--- src/rtl/msix_vector_table.sv ---
module msix_vector_table #(
  parameter int NUM_VEC = 8,
  parameter int BIR     = 1
) (
  input  logic        clk,
  input  logic        rst_n,
  input  logic        reg_req,
  input  logic        reg_we,
  input  logic [11:0] reg_addr,
  input  logic [1:0]  reg_size,
  input  logic [31:0] reg_wdata,
  output logic [31:0] reg_rdata,
  input  logic        cap_we,
  input  logic [15:0] cap_wdata,
  output logic [15:0] cap_ctrl,
  output logic [31:0] tbl_loc,
  output logic [31:0] pba_loc,
  input  logic        irq_req,
  input  logic [10:0] irq_vec,
  output logic        msg_valid,
  input  logic        msg_ready,
  output logic [63:0] msg_addr,
  output logic [31:0] msg_data
);
  localparam int IDX_W = (NUM_VEC > 1) ? $clog2(NUM_VEC) : 1;
  localparam int PBA_W = (NUM_VEC + 31) / 32;
  localparam int PW_W  = (PBA_W > 1) ? $clog2(PBA_W) : 1;
  localparam logic [7:0]  NV8  = 8'(NUM_VEC);
  localparam logic [10:0] NV11 = 11'(NUM_VEC);
  localparam logic [8:0]  PW9  = 9'(PBA_W);

  logic [31:0] alo_q [NUM_VEC];
  logic [31:0] ahi_q [NUM_VEC];
  logic [31:0] dat_q [NUM_VEC];
  logic [NUM_VEC-1:0] mask_q, used_q, pend_q;
  logic en_q;

  logic unused_cap;
  assign unused_cap = ^cap_wdata[14:0];

  assign cap_ctrl = {en_q, 4'b0, 11'(NUM_VEC - 1)};
  assign tbl_loc  = {29'd0, 3'(BIR)};
  assign pba_loc  = {20'd0, 1'b1, 8'd0, 3'(BIR)};

  logic full, tbl_hit, pba_hit;
  logic [6:0] ent;
  logic [1:0] word;
  logic [8:0] pw;
  logic [IDX_W-1:0] ent_i;

  assign full    = (reg_size == 2'd2) && (reg_addr[1:0] == 2'd0);
  assign ent     = reg_addr[10:4];
  assign word    = reg_addr[3:2];
  assign pw      = reg_addr[10:2];
  assign ent_i   = ent[IDX_W-1:0];
  assign tbl_hit = full && !reg_addr[11] && ({1'b0, ent} < NV8);
  assign pba_hit = full &&  reg_addr[11] && (pw < PW9);

  logic [PBA_W*32-1:0] pend_ext;
  logic [31:0] pba_word [PBA_W];
  assign pend_ext = (PBA_W*32)'(pend_q);
  for (genvar w = 0; w < PBA_W; w++) begin : g_pba
    assign pba_word[w] = pend_ext[w*32 +: 32];
  end

  always_comb begin
    reg_rdata = '0;
    if (reg_req && !reg_we) begin
      if (tbl_hit) begin
        case (word)
          2'd0:    reg_rdata = alo_q[ent_i];
          2'd1:    reg_rdata = ahi_q[ent_i];
          2'd2:    reg_rdata = dat_q[ent_i];
          default: reg_rdata = {31'd0, mask_q[ent_i]};
        endcase
      end else if (pba_hit) begin
        reg_rdata = pba_word[pw[PW_W-1:0]];
      end
    end
  end

  logic en_next, en_rise, wr;
  assign en_next = cap_we ? cap_wdata[15] : en_q;
  assign en_rise = en_next && !en_q;
  assign wr      = reg_req && reg_we && tbl_hit;

  always_ff @(posedge clk or negedge rst_n)
    if (!rst_n) en_q <= 1'b0;
    else        en_q <= en_next;

  logic free, v_ok, send_now, to_pend, rel_go;
  logic [IDX_W-1:0] vi, rel_idx, src;
  logic [NUM_VEC-1:0] rel_cand, rel_oh, set_pend;

  assign free     = !msg_valid || msg_ready;
  assign vi       = irq_vec[IDX_W-1:0];
  assign v_ok     = irq_req && en_q && (irq_vec < NV11);
  assign send_now = v_ok && used_q[vi] && free;
  assign to_pend  = v_ok && (mask_q[vi] ? (dat_q[vi] != 32'd0) : (used_q[vi] && !free));
  assign rel_cand = pend_q & used_q & {NUM_VEC{en_q}};
  assign rel_oh   = rel_cand & (~rel_cand + 1'b1);
  assign rel_go   = free && !send_now && (|rel_cand);
  assign set_pend = to_pend ? (NUM_VEC'(1) << vi) : '0;
  assign src      = send_now ? vi : rel_idx;

  always_comb begin
    rel_idx = '0;
    for (int i = NUM_VEC - 1; i >= 0; i--)
      if (rel_cand[i]) rel_idx = IDX_W'(i);
  end

  for (genvar g = 0; g < NUM_VEC; g++) begin : g_ent
    logic hit;
    logic mask_n;
    logic [31:0] dat_n;
    assign hit    = wr && (ent_i == IDX_W'(g));
    assign mask_n = (hit && word == 2'd3) ? reg_wdata[0] : mask_q[g];
    assign dat_n  = (hit && word == 2'd2) ? reg_wdata : dat_q[g];

    always_ff @(posedge clk or negedge rst_n) begin
      if (!rst_n) begin
        alo_q[g]  <= '0;
        ahi_q[g]  <= '0;
        dat_q[g]  <= '0;
        mask_q[g] <= 1'b1;
        used_q[g] <= 1'b0;
        pend_q[g] <= 1'b0;
      end else begin
        if (hit && word == 2'd0) alo_q[g] <= reg_wdata;
        if (hit && word == 2'd1) ahi_q[g] <= reg_wdata;
        dat_q[g]  <= dat_n;
        mask_q[g] <= mask_n;
        if (!en_next)
          used_q[g] <= 1'b0;
        else if (en_rise || hit)
          used_q[g] <= !mask_n && (dat_n != 32'd0);
        pend_q[g] <= (pend_q[g] | set_pend[g]) & ~(rel_go & rel_oh[g]);
      end
    end
  end

  always_ff @(posedge clk or negedge rst_n) begin
    if (!rst_n) begin
      msg_valid <= 1'b0;
      msg_addr  <= '0;
      msg_data  <= '0;
    end else if (free) begin
      msg_valid <= send_now || rel_go;
      if (send_now || rel_go) begin
        msg_addr <= {ahi_q[src], alo_q[src]};
        msg_data <= dat_q[src];
      end
    end
  end
endmodule


--- config.mk ---
export PLATFORM = sky130hd
export DESIGN_NAME = msix_vector_table
export DESIGN_NICKNAME = d
export VERILOG_FILES = /design/src/rtl/msix_vector_table.sv
export SDC_FILE = /design/constraint.sdc
export NUM_CORES = 2
export LEC_CHECK = 0
export BUFFER_PORTS_ARGS = -buffer_cell sky130_fd_sc_hd__buf_4
export CAP_MARGIN = 20
export CORE_MARGIN = 2
export CORE_UTILIZATION = 42
export CTS_BUF_LIST = sky130_fd_sc_hd__clkbuf_8
export CTS_CLUSTER_SIZE = 10
export DETAILED_ROUTE_END_ITERATION = 10
export SLEW_MARGIN = 40
export SYNTH_ARGS = -nofsm -noshare
export SYNTH_HDL_FRONTEND = slang
export SYNTH_SLANG_ARGS = --single-unit
--- constraint.sdc ---
create_clock -name clk -period 8.35 [get_ports clk]
set_input_delay 1.2525 -clock clk [delete_from_list [all_inputs] [get_ports clk]]
set_output_delay 1.2525 -clock clk [all_outputs]
set_load 0.1 [all_outputs]
; Word level (Yosys, flattened, before mapping)
; Cells that the tools add are included.
[totals]
regBits = 890
inputBits = 80
output_inout_bits = 209
wordCells = 300
[op_classes]
n_addsub = 1
n_lt_le_gt_ge = 9
n_eq_ne = 19
shifts = 1
n_mux = 76
bitwise = 39
reduce_logical = 103
[ops]
columns = op, count
row1 = $mux 32, 26
row2 = $bmux 32 s3, 7
row3 = $reduce_bool 32->1, 9
row4 = $pmux 32 s3, 1
row5 = $logic_and 1x1->1, 65
row6 = $mux 1, 29
row7 = $mux 3, 9
row8 = $and 8x8->8, 3
row9 = $and 1x1->1, 16
row10 = $ne 2x1->1 const B, 8
row11 = $logic_not 1->1, 14
row12 = $eq 3x3->1 const B, 4
row13 = $ge 4x4->1 const B, 3
row14 = $not 3->4, 3
row15 = $lt 11x4->1 const B, 1
row16 = $logic_or 1x1->1, 10
row17 = $bmux 1 s3, 3
row18 = $lt 9x1->1 const B, 1
row19 = $add 8x1->8 const B, 1
row20 = $lt 3x4->1 const B, 2
row21 = $mux 8, 1
row22 = $not 1->1, 8
row23 = $not 8->8, 1
row24 = $or 1x1->1, 8
row25 = other kinds (11), 15

; Longest topological paths before layout
[depth]
ltp_word = 15
mapped_depth = 12
ltp_nobuf = 7

; Worst setup path after synthesis
; Ideal clock, no wire load.
[synth_timing]
path_type = input to output
from = input port reg_addr[5]
to = output port reg_rdata[0]
t_arrival_ns = 5.057
t_required_ns = 7.098
setup_slack_ns = 2.040
path_stages = 9
path_buffers = 4
path_cell_list = clkbuf_1 -> buf_2 -> buf_2 -> buf_2 -> mux4_2 -> mux2i_1 -> o22ai_1 -> o21ai_0 -> a21boi_0
[synth_between]
elab_chain_cells = 7
word_cells_on_any_way = 20
cone_classes = order compare (2) / mux (15) / bitwise (1) / reduce/logical (2)
[synth_lines]
columns = element, line_no
row1 = from (decl), 9  ; input logic [11:0] reg_addr,
row2 = $not 3->4 (not written as such), "71, 72, 73"
row3 = "$bmux 32 s3, on equally long branches", "73, 71, 72"
row4 = "$mux 32, on equally long branches (2 in series)", "73, 71, 72"
row5 = $pmux 32 s3, 70  ; case (word)
row6 = $mux 32 *, 69  ; if (tbl_hit) begin
row7 = $mux 32 *, 68  ; if (reg_req && !reg_we) begin
row8 = to (decl), 12  ; output logic [31:0] reg_rdata,
; Every way passes the cells marked *; elsewhere a longest branch is shown, timed or not. The select of a mux whose other input is x is not followed.

; Final worst setup path
[layout_timing]
from = input port reg_addr[5]
to = output port reg_rdata[19]
; The elaborated chain is that of the path after synthesis.

==> results.toml <==
[worst_setup_path]
rr_worst_depth = 8
cp-start-kind = "primary input"
crit_arrival_ns = 4.45
crit_path_end_kind = "output pin"
crit_required_ns = 7.10
crit_type = "primary input to output pin"
crit_path_max_fanout = 51

[synth]
syn_area_sq_um = 47650
yosysTopAreaCell = "dfrtp_1"
synth_edf_count = 0
synth_area_per_cell_sq_um = 13.06
synthMuxAreaShare_pct = 35.82
synthAdderAreaFrac_pct = 0
synthArstFlopShare_pct = 100.0
ys_types = 70
ys_top_cells_by_area = "dfrtp_1, mux2_2, mux4_2"
synthXorXnorAreaFrac_pct = 0
synthSimpleGateAreaFrac_pct = 4.819
yosys_warnings = 0
syn_inst = 3648
synth-main-ff-cell = "dfrtp_1"
ys_ff_latch = 890
synth-seq-area-share_pct = 46.76
synth-compound-area-share_pct = 7.925
synth.top_cell.area_share_pct = 46.32
synth_top_family_by_area = "multiplexers"

[timing]
max_slew_margin_pct = 29.74
tightest_slew_ns = 1.044
fin_skew_ns = 0.04379
hold_slack_ns = 0.4347
fin_crit_ns = 5.703
fmaxAchievable_ghz = 0.1753
timing.setup.tns_ns = 0
slew_viol_final = 0
setup_viol = 0
hold_violations = 0
rsz0062_at_grt = "false"
min_period_over_period_pct = 68.30

[worst_hold_path]
hp-class = "primary input to asynchronous set/reset pin"

[place]
io_buffer_count = 194
place.gp.congestion = 0.9048
dp_hpwl_mm = 97.62

[route]
antenna_left = 0
num_vias = 33680
drt_drc_violations_left = 0
routed_wirelength_mm = 163.1
via_per_inst = 6.269
drt-initial-drc-count = 3098
drt-pass1-iter-count = 7
wl_per_cell_microns = 30.36

[cts]
numCtsBuffers = 159
cts_tree = "done"
clock_latency_ns = 0.86
h-tree-depth = 4
post-cts-setup-buffer-count = 0
clk_path_buf_depth = 3
holdBufCountCts = 0
cts_root_buffer = "clkbuf_8"
post_cts_resized = 0
cts.sinks = 890
clk_pin_slew_worst_paths_ns = 0.05

[floorplanning]
core_sq_um = 112500
rows = 123
start_util_pct = 42.35
die_w_microns = 340.8
ios = 289
die_y_microns = 340.8
design.die.area_sq_um = 116200

[pwr]
p_sw_mw = 2.476
ir_worst_vdd_mv = 0.1370
pwr-share-comb_pct = 6.9
cellPowerDensity_nw_per_um2 = 172.8
p_int_mw = 6.801
p_leak_nw = 25.00
swShare_pct = 26.69
p_clk_share_pct = 46.3
pwr-share-seq_pct = 46.8

[final_layout]
final_layout_size_suffix_gt1_share_pct = 43.91
fillCellCount = 10090
final_cell_mix = "dfrtp_1, mux2_2, buf_4, mux4_2, clkbuf_8"
final_common_cell = "dfrtp_1"
synthToLayoutAreaGrowth_pct = 12.69
final_nets = 3826

[flow_run]
cap_violations = 0

[global_route]
grt_max_degree = 127
grt_first_pass_wirelength_mm = 237.1
track_usage_pct = 27.75
grt_pass1_vias = 33850
grt_remaining_overflow = 0
antenna_found_initial = 8

[run_status]
status = "complete, no violations"
-- worst max-delay path, stage by stage --
cell,delay (ns)
buf_8,0.39
buf_12,0.35
buf_16,0.35
mux4_2,0.58
mux4_2,0.57
a21oi_1,0.41
nor2_1,0.08
buf_4,0.24
-- through the flow --
| step | setup slack [ns] | std cells | util, % | area, sq um | power [mW] |
|---|---|---|---|---|---|
| after floorplan | 2.040 | 3725 | - | 47930 | 4.837 |
| after global placement | 2.623 | 5078 | 44.50 | 50070 | 5.050 |
| after detailed placement | 2.635 | 5082 | 44.65 | 50240 | 5.057 |
| after CTS | 2.625 | 5366 | 47.64 | 53590 | 9.342 |
| after global routing | 2.347 | 5371 | 47.73 | 53690 | 9.570 |
| final | 2.647 | 5372 | 47.73 | 53690 | 9.277 |
-- logic make-up after synthesis --
family,after synthesis
muxes,1314
DFF,890
AOI/OAI and AO/OA,490
and+or+nand+nor,489
buffers and inverters,463
other,2
-- final cells by class --
| cell class | instances | area (sq um) | area share [%] |
|---|---|---|---|
| sequential | 890 | 22280 | 41.50 |
| tap | 1500 | 1877 | 3.495 |
| inverter | 49 | 183.9 | 0.3426 |
| clock buffer | 211 | 2904 | 5.409 |
| timing repair buffer | 274 | 2340 | 4.358 |
| antenna | 3 | 7.507 | 0.01398 |
| clock inverter | 73 | 454.2 | 0.8459 |
| multi-input combinational | 2372 | 23650 | 44.04 |
-- registers in the layout (all words and copies together) (netlist names) --
signal,flops
alo_q,256
mask_q,8
en_q,1
msg_data,32
pba_word,8
dat_q,256
ahi_q,256
msg_valid,1
used_q,8
msg_addr,64
-- worst paths after layout --
check,start,slack (ns),to
setup / recovery,reg_addr[5],2.65,reg_rdata[19]
hold / removal,rst_n,0.43,alo_q[23]
setup reg to reg,pba_word[1],3.90,msg_data[30]
hold reg to reg,alo_q[203],0.52,alo_q[203]
max in group asynchronous,rst_n,6.12,msg_addr[7]
min in group clk,alo_q[203],0.52,alo_q[203]
-- power groups by stage --
stage                     Combinational, mW  Sequential (mW)  Clock, mW
after global placement                0.632             4.42          0
after global routing                  0.671             4.34       4.56
after detailed placement              0.638             4.42          0
after floorplan                       0.363             4.47          0
final                                 0.636             4.34       4.30
after CTS                             0.639             4.34       4.36
-- metal layers --
layer / track usage [%] / vias to the layer above / routed length, microns
met4: 11.97 / 8 / 6986
met2: 42.23 / 1535 / 73550
met5: 0 / - / 50
met3: 6.311 / 378 / 14080
met1: 38.17 / 17830 / 68430
li1: - / 13920 / -
-- cell usage after synthesis (77+ instances only) --
| master | number |
|---|---|
| dfrtp_1 | 882 |
| mux2_2 | 861 |
| mux4_2 | 224 |
| nand2_1 | 220 |
| mux2i_1 | 207 |
| clkbuf_1 | 195 |
| a21oi_1 | 103 |
| o22ai_1 | 102 |
| buf_4 | 88 |
| nor2_1 | 82 |
| o211ai_1 | 78 |
| nor4_1 | 77 |
No activity file was read; power rests on OpenSTA's default activity.
